**src/rtl/qb4_pkg.sv**
```systemverilog
`timescale 1ns/1ps
package qb4_pkg;
   // write port phase: first or second cycle of a burst
   typedef enum logic [1:0] {
      WPH_IDLE = 2'd0,
      WPH_LO   = 2'd1,
      WPH_HI   = 2'd2
   } wph_e;
endpackage

```
**src/rtl/qb4_wr_seq.sv**
```systemverilog
`timescale 1ns/1ps
module qb4_wr_seq
   import qb4_pkg::*;
#(
   parameter int BLK_AW = 4
) (
   input  logic              clk,
   input  logic              rst_n,
   input  logic              wr_req,
   input  logic [BLK_AW-1:0] blk_addr,
   output logic              acc,
   output logic              ev_we,
   output logic [BLK_AW:0]   ev_idx,
   output logic              od_we,
   output logic [BLK_AW:0]   od_idx
);
   wph_e              ph;
   logic [BLK_AW-1:0] blk_q;

   assign acc = wr_req && (ph != WPH_LO);

   always_ff @(posedge clk or negedge rst_n) begin
      if (!rst_n)              ph <= WPH_IDLE;
      else if (acc)            ph <= WPH_LO;
      else if (ph == WPH_LO)   ph <= WPH_HI;
      else                     ph <= WPH_IDLE;
   end

   // block address arrives with beat 0 on the falling edge
   always_ff @(negedge clk or negedge rst_n) begin
      if (!rst_n)              blk_q <= '0;
      else if (ph == WPH_LO)   blk_q <= blk_addr;
   end

   // even bank (falling edge): beat 0 then beat 2
   assign ev_we  = (ph != WPH_IDLE);
   assign ev_idx = (ph == WPH_LO) ? {blk_addr, 1'b0} : {blk_q, 1'b1};
   // odd bank (rising edge): beat 1 then beat 3
   assign od_we  = (ph != WPH_IDLE);
   assign od_idx = {blk_q, (ph == WPH_HI)};
endmodule

```
**src/rtl/qb4_rd_seq.sv**
```systemverilog
`timescale 1ns/1ps
module qb4_rd_seq #(
   parameter int BLK_AW = 4
) (
   input  logic              clk,
   input  logic              rst_n,
   input  logic              rd_req,
   input  logic [BLK_AW-1:0] blk_addr,
   output logic              acc,
   output logic              re,
   output logic [BLK_AW:0]   ridx
);
   logic              st1, st2, st3;
   logic [BLK_AW-1:0] bk1, bk2, bk3;

   assign acc = rd_req && !st1;

   always_ff @(posedge clk or negedge rst_n) begin
      if (!rst_n) begin
         st1 <= 1'b0; st2 <= 1'b0; st3 <= 1'b0;
         bk1 <= '0;   bk2 <= '0;   bk3 <= '0;
      end else begin
         st1 <= acc;
         st2 <= st1;
         st3 <= st2;
         if (acc) bk1 <= blk_addr;
         bk2 <= bk1;
         bk3 <= bk2;
      end
   end

   // both banks use the same index: low half in stage 2, high half in stage 3
   assign re   = st2 | st3;
   assign ridx = st2 ? {bk2, 1'b0} : {bk3, 1'b1};
endmodule

```
**src/rtl/qb4_bank.sv**
```systemverilog
`timescale 1ns/1ps
module qb4_bank #(
   parameter int DATA_W = 18,
   parameter int LANE_W = 9,
   parameter int IDX_W  = 5,
   parameter bit RISE   = 1'b1
) (
   input  logic                     clk,
   input  logic                     rst_n,
   input  logic                     we,
   input  logic [IDX_W-1:0]         widx,
   input  logic [DATA_W/LANE_W-1:0] wbe,
   input  logic [DATA_W-1:0]        wdata,
   input  logic                     re,
   input  logic [IDX_W-1:0]         ridx,
   output logic [DATA_W-1:0]        q,
   output logic                     qv
);
   localparam int LANES = DATA_W / LANE_W;
   localparam int WORDS = 1 << IDX_W;

   logic [DATA_W-1:0] mem [WORDS];
   logic [DATA_W-1:0] merged;
   logic [DATA_W-1:0] rd_word;

   always_comb begin
      merged = mem[widx];
      for (int l = 0; l < LANES; l++)
         if (wbe[l]) merged[l*LANE_W +: LANE_W] = wdata[l*LANE_W +: LANE_W];
   end

   // write-first forwarding when a beat lands on the word being launched
   assign rd_word = (we && (widx == ridx)) ? merged : mem[ridx];

   generate
      if (RISE) begin : g_rise
         always_ff @(posedge clk) begin
            if (we) mem[widx] <= merged;
         end
         always_ff @(posedge clk or negedge rst_n) begin
            if (!rst_n) begin
               q <= '0; qv <= 1'b0;
            end else begin
               qv <= re;
               if (re) q <= rd_word;
            end
         end
      end else begin : g_fall
         always_ff @(negedge clk) begin
            if (we) mem[widx] <= merged;
         end
         always_ff @(negedge clk or negedge rst_n) begin
            if (!rst_n) begin
               q <= '0; qv <= 1'b0;
            end else begin
               qv <= re;
               if (re) q <= rd_word;
            end
         end
      end
   endgenerate
endmodule

```
**src/rtl/qb4_sram.sv**
```systemverilog
`timescale 1ns/1ps
module qb4_sram #(
   parameter int DATA_W = 18,
   parameter int LANE_W = 9,
   parameter int DEPTH  = 64,
   localparam int LANES   = DATA_W / LANE_W,
   localparam int WORD_AW = $clog2(DEPTH),
   localparam int BLK_AW  = WORD_AW - 2
) (
   input  logic              clk,
   input  logic              rst_n,
   input  logic              rd_req,
   input  logic              wr_req,
   input  logic [BLK_AW-1:0] blk_addr,
   input  logic [DATA_W-1:0] wr_data,
   input  logic [LANES-1:0]  wr_be,
   output logic [DATA_W-1:0] rd_data,
   output logic              rd_valid
);
   localparam int IDX_W = BLK_AW + 1;

   generate
      if ((DATA_W % LANE_W) != 0) begin : g_bad_lane
         $error("qb4_sram: DATA_W must be a whole number of lanes");
      end
      if (DEPTH < 8 || (DEPTH & (DEPTH - 1)) != 0) begin : g_bad_depth
         $error("qb4_sram: DEPTH must be a power of two of at least 8");
      end
   endgenerate

   logic              rd_acc, wr_acc, rd_re;
   logic [IDX_W-1:0]  rd_idx;
   logic [1:0]        b_we;
   logic [IDX_W-1:0]  b_widx [2];
   logic [DATA_W-1:0] b_q    [2];
   logic [1:0]        b_v;

   qb4_wr_seq #(.BLK_AW(BLK_AW)) u_wr (
      .clk(clk), .rst_n(rst_n), .wr_req(wr_req), .blk_addr(blk_addr),
      .acc(wr_acc),
      .ev_we(b_we[0]), .ev_idx(b_widx[0]),
      .od_we(b_we[1]), .od_idx(b_widx[1])
   );

   qb4_rd_seq #(.BLK_AW(BLK_AW)) u_rd (
      .clk(clk), .rst_n(rst_n), .rd_req(rd_req), .blk_addr(blk_addr),
      .acc(rd_acc), .re(rd_re), .ridx(rd_idx)
   );

   // bank 0 holds even beats (falling edge), bank 1 odd beats (rising edge)
   for (genvar b = 0; b < 2; b++) begin : g_bank
      qb4_bank #(
         .DATA_W(DATA_W), .LANE_W(LANE_W), .IDX_W(IDX_W), .RISE(b == 1)
      ) u_bank (
         .clk(clk), .rst_n(rst_n),
         .we(b_we[b]), .widx(b_widx[b]), .wbe(wr_be), .wdata(wr_data),
         .re(rd_re), .ridx(rd_idx),
         .q(b_q[b]), .qv(b_v[b])
      );
   end

   assign rd_data  = clk ? b_q[1] : b_q[0];
   assign rd_valid = clk ? b_v[1] : b_v[0];
endmodule

```
**config.mk**
```make
export PLATFORM = sky130hd
export DESIGN_NAME = qb4_sram
export DESIGN_NICKNAME = d
export VERILOG_FILES = /design/src/rtl/qb4_pkg.sv /design/src/rtl/qb4_wr_seq.sv /design/src/rtl/qb4_rd_seq.sv /design/src/rtl/qb4_bank.sv /design/src/rtl/qb4_sram.sv
export SDC_FILE = /design/constraint.sdc
export NUM_CORES = 2
export LEC_CHECK = 0
export ABC_AREA = 1
export BUFFER_PORTS_ARGS = -buffer_cell sky130_fd_sc_hd__buf_2
export CAP_MARGIN = 20
export CORE_MARGIN = 2
export CORE_UTILIZATION = 38
export DETAILED_ROUTE_END_ITERATION = 8
export MAX_ROUTING_LAYER = met4
export PLACE_DENSITY_LB_ADDON = 0.05
export SLEW_MARGIN = 20
export SYNTH_ARGS = -nofsm -noshare
export SYNTH_HDL_FRONTEND = slang
export SYNTH_SLANG_ARGS = --single-unit
```
**constraint.sdc**
```tcl
create_clock -name clk -period 2.5 [get_ports clk]
set_input_delay 0.5 -clock clk [delete_from_list [all_inputs] [get_ports clk]]
set_output_delay 0.5 -clock clk [all_outputs]
set_load 0.005 [all_outputs]
```
==> key figures <==
Placed design
  – DP HPWL: 160 mm
  – IO Port Bufs: 46
  – Placed Area: 72700 um^2
  – Final GP Congestion: 0.887

Cells and area
  – Layout cells sized above 1: 22.9%
  – Fillers: 15200
  – Area of the multi-input gates: 23800 um^2
  – Commonest non-fill, non-tap cell in the layout: nand2_1
  – Final instance area: 85100 um^2
  – Final net count: 8458
  – Most frequent cells in the layout: 3066 x nand2_1, 1152 x edfxtp_1, 778 x o21ai_0, 701 x nand3_1, 640 x inv_4
  – Layout area overhead: 36.9%
  – Final Util: 52.4%
  – Reg area: 36100 um^2

Setup path
  – Crit path max fanout: 16
  – Crit path kind: flip-flop to flip-flop
  – Worst path buffer plus inverter count: 6
  – R2r endpoint: g_bank[0].u_bank.mem[3][16]
  – R2r setup slk: -1270 ps
  – CP startpoint kind: flip-flop
  – CP Capture Type: flip-flop
  – Cell chain of the critical path: inv_2, nand2_8, buf_12, o21ai_4, buf_4, nor2_2, buf_12, buf_4, nand2_2, nand2_1, nor2_1, nand3_1, nand2_2, nand2_4, buf_12
  – Most used cell, CP: buf_12
  – CP required: 1920 ps
  – Data arrival, critical path: 3190 ps
  – Slowest cell on crit path: dfrtp_1
  – CP top delay family: buffers and inverters
  – Reg2reg start: u_wr.ph[1]
  – Worst r2r path cells: 15
  – Slowest Stage Delay on Critical Path: 410 ps

Hold path
  – Hold/Removal Path Class: input pin to flip-flop
  – Hold_sp: wr_data[14]
  – Hold path depth: 6
  – Worst hold endpoint: g_bank[1].u_bank.q[14]

Synthesis
  – Seq/Total Area, Yosys: 58.0%
  – Synth top area cells: edfxtp_1 56%, nand2_1 19%, o21ai_0 6.4%
  – Yosys reg bits: 1211
  – Largest area contributor in the netlist: edfxtp_1
  – Gate Count Post-Synth: 7338
  – Synth unique cells: 32
  – Area of the mapped netlist: 62200 um^2
  – Syn_nets: 7366
  – Synthesized area per cell: 8.47 um^2
  – YS warnings: 0
  – Yosys top cell area share: 55.6%

Routing
  – Remaining DRCs: 0
  – Wire length per cell: 23.0 um
  – First DRT Iteration DRCs: 5356
  – Vias/cell: 5.29
  – Drt pass-1 iters: 8
  – DR vias: 56900
  – Detailed Route WL: 248 mm
  – Antenna viol nets, final: 0

Run status
  – Failing checks: setup timing
  – Status: finished, violations left

Floorplanning
  – Chip width: 408 um
  – Ports: 47
  – Die H: 408 um
  – Row count: 148
  – Initial Util: 38.2%
  – CORE AREA: 163000 um^2
  – Die area: 167000 um^2

Timing
  – Clock Skew: 107 ps
  – Hold Violations, Final: 0
  – WHS: 82.5 ps
  – Post-route setup slack: -1270 ps
  – Slew HR: 39.3%
  – RSZ-0062 raised after global routing: yes
  – Fin. max-slew vios: 0
  – Final setup fails: 2383
  – Slew at the pin with the worst max-slew slack: 911 ps

Power
  – VDD IR max: 758 uV
  – Final Power: 83.5 mW
  – Pleak: 36.2 nW
  – Pwr/cell area: 981 nW/um^2

Global route
  – First-pass GRT wire length: 360 mm
  – GRT Total Usage: 30.1%
  – Largest net degree at the start of global routing: 126
  – Gr ovfl total: 0
  – Antenna violations before repair: 14
  – Number of global-route vias before repair: 55300

CTS
  – Worst skew pair latency: 990 ps
  – Worst-path clk slew: 80 ps
  – CTS tree: yes

Run
  – Maxcap violations: 0
[cell families (layout without fill, tap and decap cells)]
logic type	after synthesis	in the layout	synth area share, %
AND/OR/NAND/NOR	4252	4256	27.4
flip-flops	1211	1211	58.0
AO/OA/AOI/OAI	974	974	8.56
buffers and inverters	897	2131	5.97
XOR/XNOR	4	4	0.0564
other	0	12	0
[flip-flops by register name (all words and copies together), names as in the netlist]
| signal | count |
|---|---|
| g_bank.u_bank.mem | 1152 |
| g_bank.u_bank.q | 36 |
| u_rd.bk1 | 4 |
| u_rd.bk2 | 4 |
| u_rd.bk3 | 4 |
| u_wr.blk_q | 4 |
| g_bank.u_bank.qv | 2 |
| u_wr.ph | 2 |
| u_rd.st1 | 1 |
| u_rd.st2 | 1 |
| u_rd.st3 | 1 |
[tightest hold or removal path, cell delays in order]
cell	delay, ps
buf_2	80
nand2_1	80
buf_12	160
nand3_1	80
nand3_1	60
nand2_1	50
[worst max path at each step]
| stage | start | end | cells after the start |
|---|---|---|---|
| after global placement | clk | rd_data[0] | 4 |
| after detailed placement | clk | rd_data[0] | 4 |
| after floorplan | u_wr.ph[1] | g_bank[0].u_bank.mem[7][0] | 8 |
| final | u_wr.ph[1] | g_bank[0].u_bank.mem[3][16] | 15 |
| after global routing | u_rd.st2 | g_bank[0].u_bank.q[13] | 16 |
| after CTS | u_wr.ph[0] | g_bank[0].u_bank.mem[15][7] | 16 |
[stage by stage]
step,setup slack [ps],setup TNS [ps],instances
floorplan,-915,-1982650,7338
global placement,-1660,-2471680,9749
detailed placement,-1660,-2524770,9749
CTS,-1290,-2267870,10700
global route,-1380,-2469710,10800
finish,-1270,-2257590,10800
[layout make-up]
type	count	area share, %
flip-flops and latches	1211	42.4
multi-input cells	5234	27.9
repair buffers	753	11.8
clock inverters	722	6.43
clock buffers	241	6.36
well taps	2175	3.20
inverters	415	1.90
diodes	12	0.0353
[per-layer routing]
layer	global-route usage, %	vias to the layer above	part of all wire (%)
met5	-	-	0
met3	7.23	586	7.9
met4	12.7	0	3.7
met1	37.9	27300	42
met2	46.4	2179	46
li1	-	26800	-
[power by group]
part           switching [mW]  internal [mW]  leakage, nW
clock                    21.0           20.7         6.37
combinational            11.0           6.09         18.7
sequential              0.449           24.3         11.2
total                    32.4           51.1         36.2
[repair_timing]
| item | 4_1_cts | 5_1_grt |
|---|---|---|
| hold buffers | 6 | 0 |
| pin swaps | 12 | 37 |
| setup endpoints to repair | 2382 | 2383 |
| resized for setup | 94 | 98 |
| gates cloned | 9 | 9 |
| hold endpoints to repair | 40 | 0 |
| setup buffers | 17 | 19 |
[cells in the mapped netlist]
cell      number
nand2_1     3181
edfxtp_1    1152
o21ai_0      792
nand3_1      718
inv_1        390
nor2_1       307
buf_2        218
clkbuf_1     206
o211ai_1     167
buf_1         41
dfrtp_1       36
dfrtn_1       23
nand4_1       19
clkinv_1      15
buf_4         13
inv_2         10
nor3_2         7
a21oi_1        6
nand2_2        6
nor2_2         6
nor2_4         4
a31oi_1        3
buf_6          3
nand3_2        3
xor2_1         3
o21ai_1        2
o21ai_4        2
clkinv_2       1
nor3_1         1
o21ai_2        1
o22ai_1        1
xnor2_1        1
No activity file was read; power rests on OpenSTA's default activity.
